`src/rtl/tmr8_pkg.sv`:
```
package tmr8_pkg;
  localparam int CNT_W = 8;

  typedef enum logic [1:0] {
    MODE_FREE  = 2'b00,
    MODE_PHASE = 2'b01,
    MODE_CLEAR = 2'b10,
    MODE_FAST  = 2'b11
  } tmr_mode_e;

  function automatic logic mode_is_pwm(input logic [1:0] m);
    return m[0];
  endfunction
endpackage

```
`src/rtl/tmr8_counter.sv`:
```
module tmr8_counter #(
  parameter int W = tmr8_pkg::CNT_W
) (
  input  logic         clk,
  input  logic         rst,
  input  logic         tick,
  input  logic [1:0]   mode,
  input  logic [W-1:0] cmp_act,
  output logic [W-1:0] cnt,
  output logic         falling
);
  import tmr8_pkg::*;
  localparam logic [W-1:0] ONE  = W'(1);
  localparam logic [W-1:0] ZERO = '0;
  localparam logic [W-1:0] MAXV = '1;

  always_ff @(posedge clk) begin
    if (rst) begin
      cnt     <= ZERO;
      falling <= 1'b0;
    end else begin
      if (mode != MODE_PHASE) falling <= 1'b0;
      if (tick) begin
        case (mode)
          MODE_CLEAR: cnt <= (cnt == cmp_act) ? ZERO : cnt + ONE;
          MODE_PHASE: begin
            if (!falling) begin
              if (cnt == MAXV) begin
                falling <= 1'b1;
                cnt     <= MAXV - ONE;
              end else begin
                cnt <= cnt + ONE;
              end
            end else begin
              if (cnt == ZERO) begin
                falling <= 1'b0;
                cnt     <= ONE;
              end else begin
                cnt <= cnt - ONE;
              end
            end
          end
          default: cnt <= cnt + ONE;
        endcase
      end
    end
  end
endmodule

```
`src/rtl/tmr8_cmpreg.sv`:
```
module tmr8_cmpreg #(
  parameter int W = tmr8_pkg::CNT_W
) (
  input  logic         clk,
  input  logic         rst,
  input  logic         tick,
  input  logic [1:0]   mode,
  input  logic [W-1:0] cnt,
  input  logic         wr_en,
  input  logic [W-1:0] wr_data,
  output logic [W-1:0] cmp_act
);
  import tmr8_pkg::*;
  localparam logic [W-1:0] MAXV = '1;

  logic [W-1:0] cmp_hold;
  logic         at_top_tick;

  assign at_top_tick = tick && (cnt == MAXV);

  always_ff @(posedge clk) begin
    if (rst) begin
      cmp_hold <= '0;
      cmp_act  <= '0;
    end else begin
      if (wr_en) cmp_hold <= wr_data;
      if (mode_is_pwm(mode)) begin
        if (at_top_tick) cmp_act <= cmp_hold;
      end else if (wr_en) begin
        cmp_act <= wr_data;
      end
    end
  end
endmodule

```
`src/rtl/tmr8_wavegen.sv`:
```
module tmr8_wavegen #(
  parameter int W = tmr8_pkg::CNT_W
) (
  input  logic         clk,
  input  logic         rst,
  input  logic         tick,
  input  logic [1:0]   mode,
  input  logic [1:0]   out_mode,
  input  logic [W-1:0] cnt,
  input  logic [W-1:0] cmp_act,
  input  logic         falling,
  output logic         wave
);
  import tmr8_pkg::*;
  localparam logic [W-1:0] MAXV = '1;

  logic hit, at_top, wave_nx;

  assign hit    = (cnt == cmp_act);
  assign at_top = (cnt == MAXV);

  always_comb begin
    wave_nx = wave;
    case (mode)
      MODE_FAST: begin
        if (out_mode[1]) begin
          if (at_top)   wave_nx = ~out_mode[0];
          else if (hit) wave_nx = out_mode[0];
        end
      end
      MODE_PHASE: begin
        if (out_mode[1] && hit) wave_nx = falling ? ~out_mode[0] : out_mode[0];
      end
      default: begin
        if (hit) begin
          case (out_mode)
            2'b01:   wave_nx = ~wave;
            2'b10:   wave_nx = 1'b0;
            2'b11:   wave_nx = 1'b1;
            default: wave_nx = wave;
          endcase
        end
      end
    endcase
  end

  always_ff @(posedge clk) begin
    if (rst)       wave <= 1'b0;
    else if (tick) wave <= wave_nx;
  end
endmodule

```
`src/rtl/wavetimer8.sv`:
```
module wavetimer8 #(
  parameter int W = tmr8_pkg::CNT_W
) (
  input  logic         clk,
  input  logic         rst,
  input  logic         tick,
  input  logic [1:0]   mode_sel,
  input  logic [1:0]   out_mode,
  input  logic         cmp_wr_en,
  input  logic [W-1:0] cmp_wr_data,
  input  logic         ovf_clr,
  input  logic         match_clr,
  output logic [W-1:0] count,
  output logic         wave_out,
  output logic         wave_en,
  output logic         ovf_flag,
  output logic         match_flag
);
  import tmr8_pkg::*;
  localparam logic [W-1:0] MAXV = '1;
  localparam logic [W-1:0] ZERO = '0;

  logic [W-1:0] cnt, cmp_act;
  logic         falling, ovf_set, match_set;

  tmr8_counter #(.W(W)) u_cnt (
    .clk(clk), .rst(rst), .tick(tick), .mode(mode_sel),
    .cmp_act(cmp_act), .cnt(cnt), .falling(falling)
  );

  tmr8_cmpreg #(.W(W)) u_cmp (
    .clk(clk), .rst(rst), .tick(tick), .mode(mode_sel), .cnt(cnt),
    .wr_en(cmp_wr_en), .wr_data(cmp_wr_data), .cmp_act(cmp_act)
  );

  tmr8_wavegen #(.W(W)) u_wave (
    .clk(clk), .rst(rst), .tick(tick), .mode(mode_sel), .out_mode(out_mode),
    .cnt(cnt), .cmp_act(cmp_act), .falling(falling), .wave(wave_out)
  );

  assign ovf_set   = tick && ((mode_sel == MODE_PHASE) ? (cnt == ZERO) : (cnt == MAXV));
  assign match_set = tick && (cnt == cmp_act);

  always_ff @(posedge clk) begin
    if (rst) begin
      ovf_flag   <= 1'b0;
      match_flag <= 1'b0;
    end else begin
      if (ovf_set)      ovf_flag <= 1'b1;
      else if (ovf_clr) ovf_flag <= 1'b0;
      if (match_set)      match_flag <= 1'b1;
      else if (match_clr) match_flag <= 1'b0;
    end
  end

  assign count   = cnt;
  assign wave_en = |out_mode;
endmodule

```
`config.mk`:
```
export PLATFORM = sky130hd
export DESIGN_NAME = wavetimer8
export DESIGN_NICKNAME = d
export VERILOG_FILES = /design/src/rtl/tmr8_pkg.sv /design/src/rtl/tmr8_counter.sv /design/src/rtl/tmr8_cmpreg.sv /design/src/rtl/tmr8_wavegen.sv /design/src/rtl/wavetimer8.sv
export SDC_FILE = /design/constraint.sdc
export NUM_CORES = 1
export LEC_CHECK = 0
export BUFFER_PORTS_ARGS = -buffer_cell sky130_fd_sc_hd__buf_2
export CAP_MARGIN = 5
export CORE_MARGIN = 5
export CORE_UTILIZATION = 52
export CTS_CLUSTER_SIZE = 10
export DETAILED_ROUTE_END_ITERATION = 6
export PLACE_DENSITY_LB_ADDON = 0.3
export SETUP_SLACK_MARGIN = 0.3
export SLEW_MARGIN = 20
export SYNTH_ARGS = -nofsm -noshare
export SYNTH_HDL_FRONTEND = slang
export SYNTH_HIERARCHICAL = 1
export SYNTH_SLANG_ARGS = --single-unit
```
`constraint.sdc`:
```
create_clock -name clk -period 2.1 [get_ports clk]
set_clock_uncertainty 0.1 [all_clocks]
set_input_delay 0.315 -clock clk [delete_from_list [all_inputs] [get_ports clk]]
set_output_delay 0.315 -clock clk [all_outputs]
set_load 0.02 [all_outputs]
```
==> impl_metrics.csv, run 1 <==
group,metric,value,unit
run_status,run_status,"complete, no violations",
setup_path,worstSetupStartpoint,"u_cnt/cnt[6]",
route,drt-wirelength-per-cell,21.04,microns
pwr,combPwrFrac,31.0,%
clock_network,ctsHoldBuffers,0,
clock_network,cts_tree,"yes",
final_layout,n_fill_cell,265,
final_layout,final_common_cell,"buf_4",
setup_path,worst_setup_path_start_kind,"flip-flop",
pwr,p_sw,0.0004714,W
yosys,synth-main-ff-cell,"dfxtp_1",
route,routed_wirelength,8185,microns
timing,slew_headroom,57.65,%
yosys,yosysSeqAreaShare,25.06,%
pwr,p_leak,1.318,nW
timing,setup_slack,28.82,ps
yosys,syn_inst,268,
pwr,p_int,0.0009623,W
final_layout,nets,363,
clock_network,clk_latency,290,ps
floorplan,die_area,5714,sq um
grt,grt_pass1_wl,11160,microns
yosys,yosys.cell_types.count,55,
grt,grt_util_all_layers,25.72,%
final_layout,antennaDiodeCount,0,
final_layout,utilization,74.40,%
timing,max_freq,0.4828,GHz
setup_path,slowest_stage,"or4_4",
yosys,synth-seq-cells,28,
setup_path,worstSetupEndpointType,"flip-flop",
setup_path,r2r_slack,30,ps
final_layout,stdcell_count,389,
yosys,synth.net_count,291,
clock_network,htreeDepth,1,
pwr,power_frac_seq,40.9,%
timing,grt_setup_unrepaired,"true",
job,max-cap-violations,0,
clock_network,path_clk_slew,110,ps
route,drc,0,
pwr,clkPwrFrac,28.1,%
grt,grt.overflow.total,0,
floorplan,coreArea,4086,sq um
floorplan,start_util,54.75,%
setup_path,slowest_delay,580,ps
timing,fin_crit_sh,98.63,%
floorplan,row_count,23,
timing,period_minus_slack,2071,ps
route,drt_iter0_markers,407,
pwr,finalPower,0.001434,W
setup_path,critPathKind,"flip-flop to flip-flop",
pwr,swShare,32.88,%
floorplan,die_height,75.59,microns
placed_design,dpl.hpwl,4476,microns
clock_network,clock_sinks,28,
route,drt_first_pass_iters,5,
placed_design,dp.cells,347,
final_layout,multi_input_area,1679,sq um
setup_path,worstSetupEndpoint,"u_cnt/cnt[7]",
floorplan,floorplan.io_pins,30,
yosys,synth_edf_count,0,
yosys,async_reset_ff_share,0,%
yosys,synth_area,2237,sq um
setup_path,r2r_end,"u_cnt/cnt[7]",
timing,worst_slew_pin_slew,634.0,ps
floorplan,fp.dieW,75.59,microns
final_layout,seq_area,586.8,sq um
setup_path,worst-r2r-cell-count,5,
setup_path,crit_fanout,5,
pwr,vdd_drop_max,0.3545,mV
setup_path,worstReg2RegStart,"u_cnt/cnt[6]",
clock_network,cts_buffer_depth,2,
final_layout,area_delta_synth_final,35.91,%
clock_network,cts_made_buffers,3,
setup_path,crit_arrival,2170,ps
yosys,synth_warnings,6,
route,viasPerCell,6.895,
grt,grt_pass1_vias,2247,
timing,slew_viol_final,0,
yosys,avgSynthCellArea,8.348,sq um
grt,grt_antenna_before_repair,0,
route,vias,2682,
placed_design,dp_slack,104.4,ps
final_layout,layout_common_cells,"buf_4, buf_2, dfxtp_1",
placed_design,port_buffers,29,
timing,setup_viol,0,
clock_network,cts_root_buf,"clkbuf_8",
pwr,power_density,471.5,nW/um^2
min_path,min_path_type,"input port to flip-flop",
timing,finalHoldViolations,0,
setup_path,cp_cell_sequence,"or4_4, or4_1, a21boi_1, o211ai_1, a31oi_1",
setup_path,cp.required,2200,ps
final_layout,drive_gt1_share,38.94,%
grt,grt_max_degree,20,
route,ant_nets,0,
placed_design,gp_congestion,0.9297,
-- per-layer routing --
metal / vias to the layer above / wire (microns) / GRT usage (%)
li1: 1143 / - / -
met2: 241 / 3689 / 40.56
met3: 52 / 941 / 4.881
met5: - / 0 / 0
met4: 0 / 392 / 11.65
met1: 1246 / 3162 / 34.03
-- registers in the layout (all words and copies together) (netlist names) --
name and cells:
match_flag 1, ovf_flag 1, u_cmp/cmp_hold 8, u_cmp/cmp_act 8, u_cnt/cnt 8, u_cnt/falling 1
u_wave/wave 1
-- critical path: cells and delay by family (launching register included) --
kind,cells,cell delay (ps)
compound gates,3,440
simple gates,2,1080
flops,1,360
-- how the worst min path moves through the flow --
stage,start,end,cells past startpoint,slack [ps]
floorplan,u_cmp/cmp_hold[0],u_cmp/cmp_hold[0],2,360
global placement,match_flag,match_flag,2,320
detailed placement,match_flag,match_flag,2,330
CTS,match_clr,match_flag,4,170
global route,match_clr,match_flag,4,180
finish,match_clr,match_flag,4,160
-- logic make-up after synthesis --
family	Yosys count	synth area share (%)
buffers and inverters	29	8.333
DFF	28	25.06
AOI/OAI and AO/OA	70	22.99
xor gates and xnor gates	28	10.96
muxes	17	7.606
adders and majority gates	5	2.796
and+or+nand+nor	91	22.26
-- cell usage after synthesis (2+ instances only) --
cell / instances / area, sq um
o31ai_1: 3 / 22.52
a211oi_1: 9 / 67.56
dfxtp_1: 28 / 560.5
buf_6: 4 / 45.04
o2111ai_1: 3 / 26.28
nand3_1: 7 / 35.03
nor3_1: 7 / 35.03
nor2_1: 21 / 78.83
or4_1: 3 / 22.52
o211ai_1: 3 / 22.52
ha_1: 5 / 62.56
a21oi_1: 2 / 10.01
nor4_1: 9 / 56.30
a31oi_1: 5 / 31.28
nand2b_1: 4 / 25.02
a311oi_1: 10 / 87.58
buf_2: 6 / 30.03
nor2b_1: 6 / 37.54
o21ai_0: 18 / 90.09
xnor2_1: 9 / 78.83
xor2_1: 19 / 166.4
mux2i_1: 17 / 170.2
o21bai_1: 2 / 15.01
nand4_1: 7 / 43.79
a221oi_1: 2 / 17.52
inv_1: 11 / 41.29
or2_2: 3 / 18.77
clkbuf_8: 4 / 55.05
nand2_1: 13 / 48.80
clkbuf_1: 3 / 11.26
-- timing repair --
action	in CTS	in global routing
setup endpoints to repair	9	11
buffers inserted	15	22
resized for setup	13	30
cloned	1	0
pin swaps	5	19
-- final cells by class --
class	instances	area share (%)
repair buffers	84	19.71
multi-input cells	212	55.23
inverters	11	1.523
well taps	50	2.058
flip-flops and latches	28	19.30
clock buffers	4	2.181
-- power groups by stage --
stage	combinational, W	sequential (W)	clock (W)
floorplan	0.000222	0.000605	0
detailed placement	0.000311	0.000607	0
finish	0.000444	0.000587	0.000403
global route	0.000467	0.000590	0.000435
CTS	0.000361	0.000586	0.000398
global placement	0.000306	0.000606	0
-- per-stage QoR --
step / hold WS, ps / TNS, ps / cell area, sq um
after CTS: 173.8 / 0 / 2753
final: 160.7 / 0 / 3040
after detailed placement: 332.2 / 0 / 2507
after global placement: 322.9 / 0 / 2507
after global routing: 177.6 / -6.131 / 3040
after floorplan: 360.1 / 0 / 2318
No activity file was read; power rests on OpenSTA's default activity.
==> run 2, diff against run 1 <==
BUFFER_PORTS_ARGS = not set   (was -buffer_cell sky130_fd_sc_hd__buf_2)
CORE_UTILIZATION = 54   (was 52)
DONT_BUFFER_PORTS = 1   (was not set)
==> run 2 against run 1 <==
Against the previous run:
- the run now ends with hold timing left
- clock power shrank 2%
- count of clock-buffer cells in the layout is the same
- power shrank 4.1%
- final cell count shrank 10%
- hold slack lost 170 ps
- sequential share of layout area grew 0.91 points
- critical path depth grew 3
- combinational power shrank 14%
- wire length shrank 8.2%
- critical endpoint unchanged
- largest power group unchanged
==> impl_metrics.csv, run 2 (same netlist as run 1, synthesis figures left out) <==
group,metric,value,unit
grt,grt_pass1_wl,11110,microns
floorplan,floorplan.io_pins,30,
route,routed_wirelength,7512,microns
timing,period_minus_slack,2071,ps
setup_path,worstSetupEndpointType,"flip-flop",
clock_network,cts_tree,"yes",
route,drt-wirelength-per-cell,21.52,microns
final_layout,drive_gt1_share,30.43,%
min_path,hp-start,"rst",
setup_path,crit_arrival,2140,ps
min_path,min_path_type,"input port to flip-flop",
placed_design,dp_slack,158.2,ps
route,viasPerCell,7.017,
setup_path,worst-r2r-cell-count,8,
floorplan,fp.dieW,74.37,microns
grt,grt_pass1_vias,2396,
job,max-cap-violations,0,
final_layout,utilization,72.60,%
final_layout,top_regs,"u_cmp/cmp_act (8), u_cmp/cmp_hold (8), u_cnt/cnt (8)",
setup_path,r2r_end,"u_cnt/cnt[7]",
pwr,power_density,473.2,nW/um^2
timing,slew_headroom,57.01,%
route,drt_first_pass_iters,5,
min_path,min_path_cells,1,
clock_network,ctsHoldBuffers,8,
timing,hold_slack,-7.236,ps
route,drc,0,
grt,grt.overflow.total,0,
timing,worst_slew_pin_slew,643.5,ps
setup_path,critPathKind,"flip-flop to flip-flop",
timing,setup_viol,0,
timing,fin_crit_sh,98.61,%
clock_network,htreeDepth,1,
setup_path,worstReg2RegStart,"u_cnt/cnt[0]",
route,vias,2449,
final_layout,layout_common_cells,"buf_4, dfxtp_1, nor2_1",
route,ant_nets,0,
floorplan,coreArea,4000,sq um
setup_path,worst_setup_path_start_kind,"flip-flop",
run_status,violations,"hold timing",
floorplan,die_area,5530,sq um
timing,finalHoldViolations,2,
clock_network,cts_root_buf,"clkbuf_8",
timing,max_freq,0.4829,GHz
final_layout,nets,323,
pwr,p_leak,1.167,nW
clock_network,clk_latency,290,ps
final_layout,n_fill_cell,278,
placed_design,port_buffers,0,
route,drt_iter0_markers,288,
setup_path,cp.required,2160,ps
clock_network,clock_sinks,28,
placed_design,dpl.hpwl,4167,microns
final_layout,area_delta_synth_final,29.81,%
timing,slew_viol_final,0,
setup_path,r2r_slack,30,ps
floorplan,start_util,55.93,%
setup_path,crit_fanout,5,
grt,grt_antenna_before_repair,0,
min_path,hold_end,"u_cmp/cmp_act[5]",
run_status,run_status,"finished with violations",
pwr,vdd_drop_max,0.3065,mV
floorplan,die_height,74.37,microns
timing,setup_slack,29.15,ps
grt,grt_max_degree,31,
floorplan,row_count,23,
final_layout,final_common_cell,"buf_4",
grt,grt_util_all_layers,25.60,%
timing,grt_setup_unrepaired,"true",
clock_network,path_clk_slew,110,ps
placed_design,gp_congestion,0.9951,
final_layout,antennaDiodeCount,0,
clock_network,cts_made_buffers,3,
clock_network,cts_buffer_depth,2,
run 2: area by class of cell:
cell class              count  area (sq um)  share of cell area [%]
clock buffers               4         66.31                   2.283
inverters                  11         46.29                   1.594
multi-input cells         211          1723                   59.33
flip-flops and latches     28         586.8                   20.21
well taps                  50         62.56                   2.154
repair buffers             45         419.2                   14.43
run 2: power by group:
group / internal, W / leakage, nW / switching, W / total, W
combinational: 0.000191 / 0.898 / 0.000192 / 0.000383
sequential: 0.000552 / 0.235 / 0.0000437 / 0.000595
clock: 0.000208 / 0.0339 / 0.000188 / 0.000396
total: 0.000951 / 1.17 / 0.000424 / 0.00137
run 2: layer usage:
layer | GRT usage (%) | wire, microns | vias up
li1 | - | - | 1063
met1 | 29.84 | 2808 | 1164
met2 | 44.20 | 3538 | 192
met3 | 6.351 | 964 | 30
met4 | 11.26 | 201 | 0
met5 | 0 | 0 | -
run 2: how the worst max path moves through the flow:
stage          depth (start not counted)           end         start
6_report                               8  u_cnt/cnt[7]  u_cnt/cnt[0]
5_1_grt                                8  u_cnt/cnt[7]  u_cnt/cnt[0]
4_1_cts                                5  u_cnt/cnt[7]  u_cnt/cnt[3]
3_5_place_dp                           5  u_cnt/cnt[4]  u_cnt/cnt[3]
3_3_place_gp                           7  u_cnt/cnt[6]  u_cnt/cnt[1]
2_1_floorplan                          6  u_cnt/cnt[7]  u_cnt/cnt[6]
run 2: critical path, cell delays in order (launching register included):
cell      delay (ps)
dfxtp_4          400
buf_8            140
xor2_2           170
nor4_2           310
buf_4            190
buf_4            110
a211oi_1          60
o21ai_0          340
a31oi_1          130
run 2: what timing repair did:
item	CTS	global route
pin swaps	11	16
endpoints found under the setup margin	8	18
setup buffers	15	6
resized for setup	26	27
endpoints found under the hold margin	18	10
run 2: through the flow:
stage                     total power (W)  area [sq um]  TNS [ps]  hold WS [ps]  instances
after floorplan                 0.0008271          2318         0         360.1        268
after global placement          0.0008646          2360         0         287.6        316
after detailed placement        0.0008694          2360         0         286.0        316
after CTS                        0.001321          2736         0        -21.47        343
after global routing             0.001429          2904    -33.71        -28.33        349
final                            0.001374          2904         0        -7.236        349
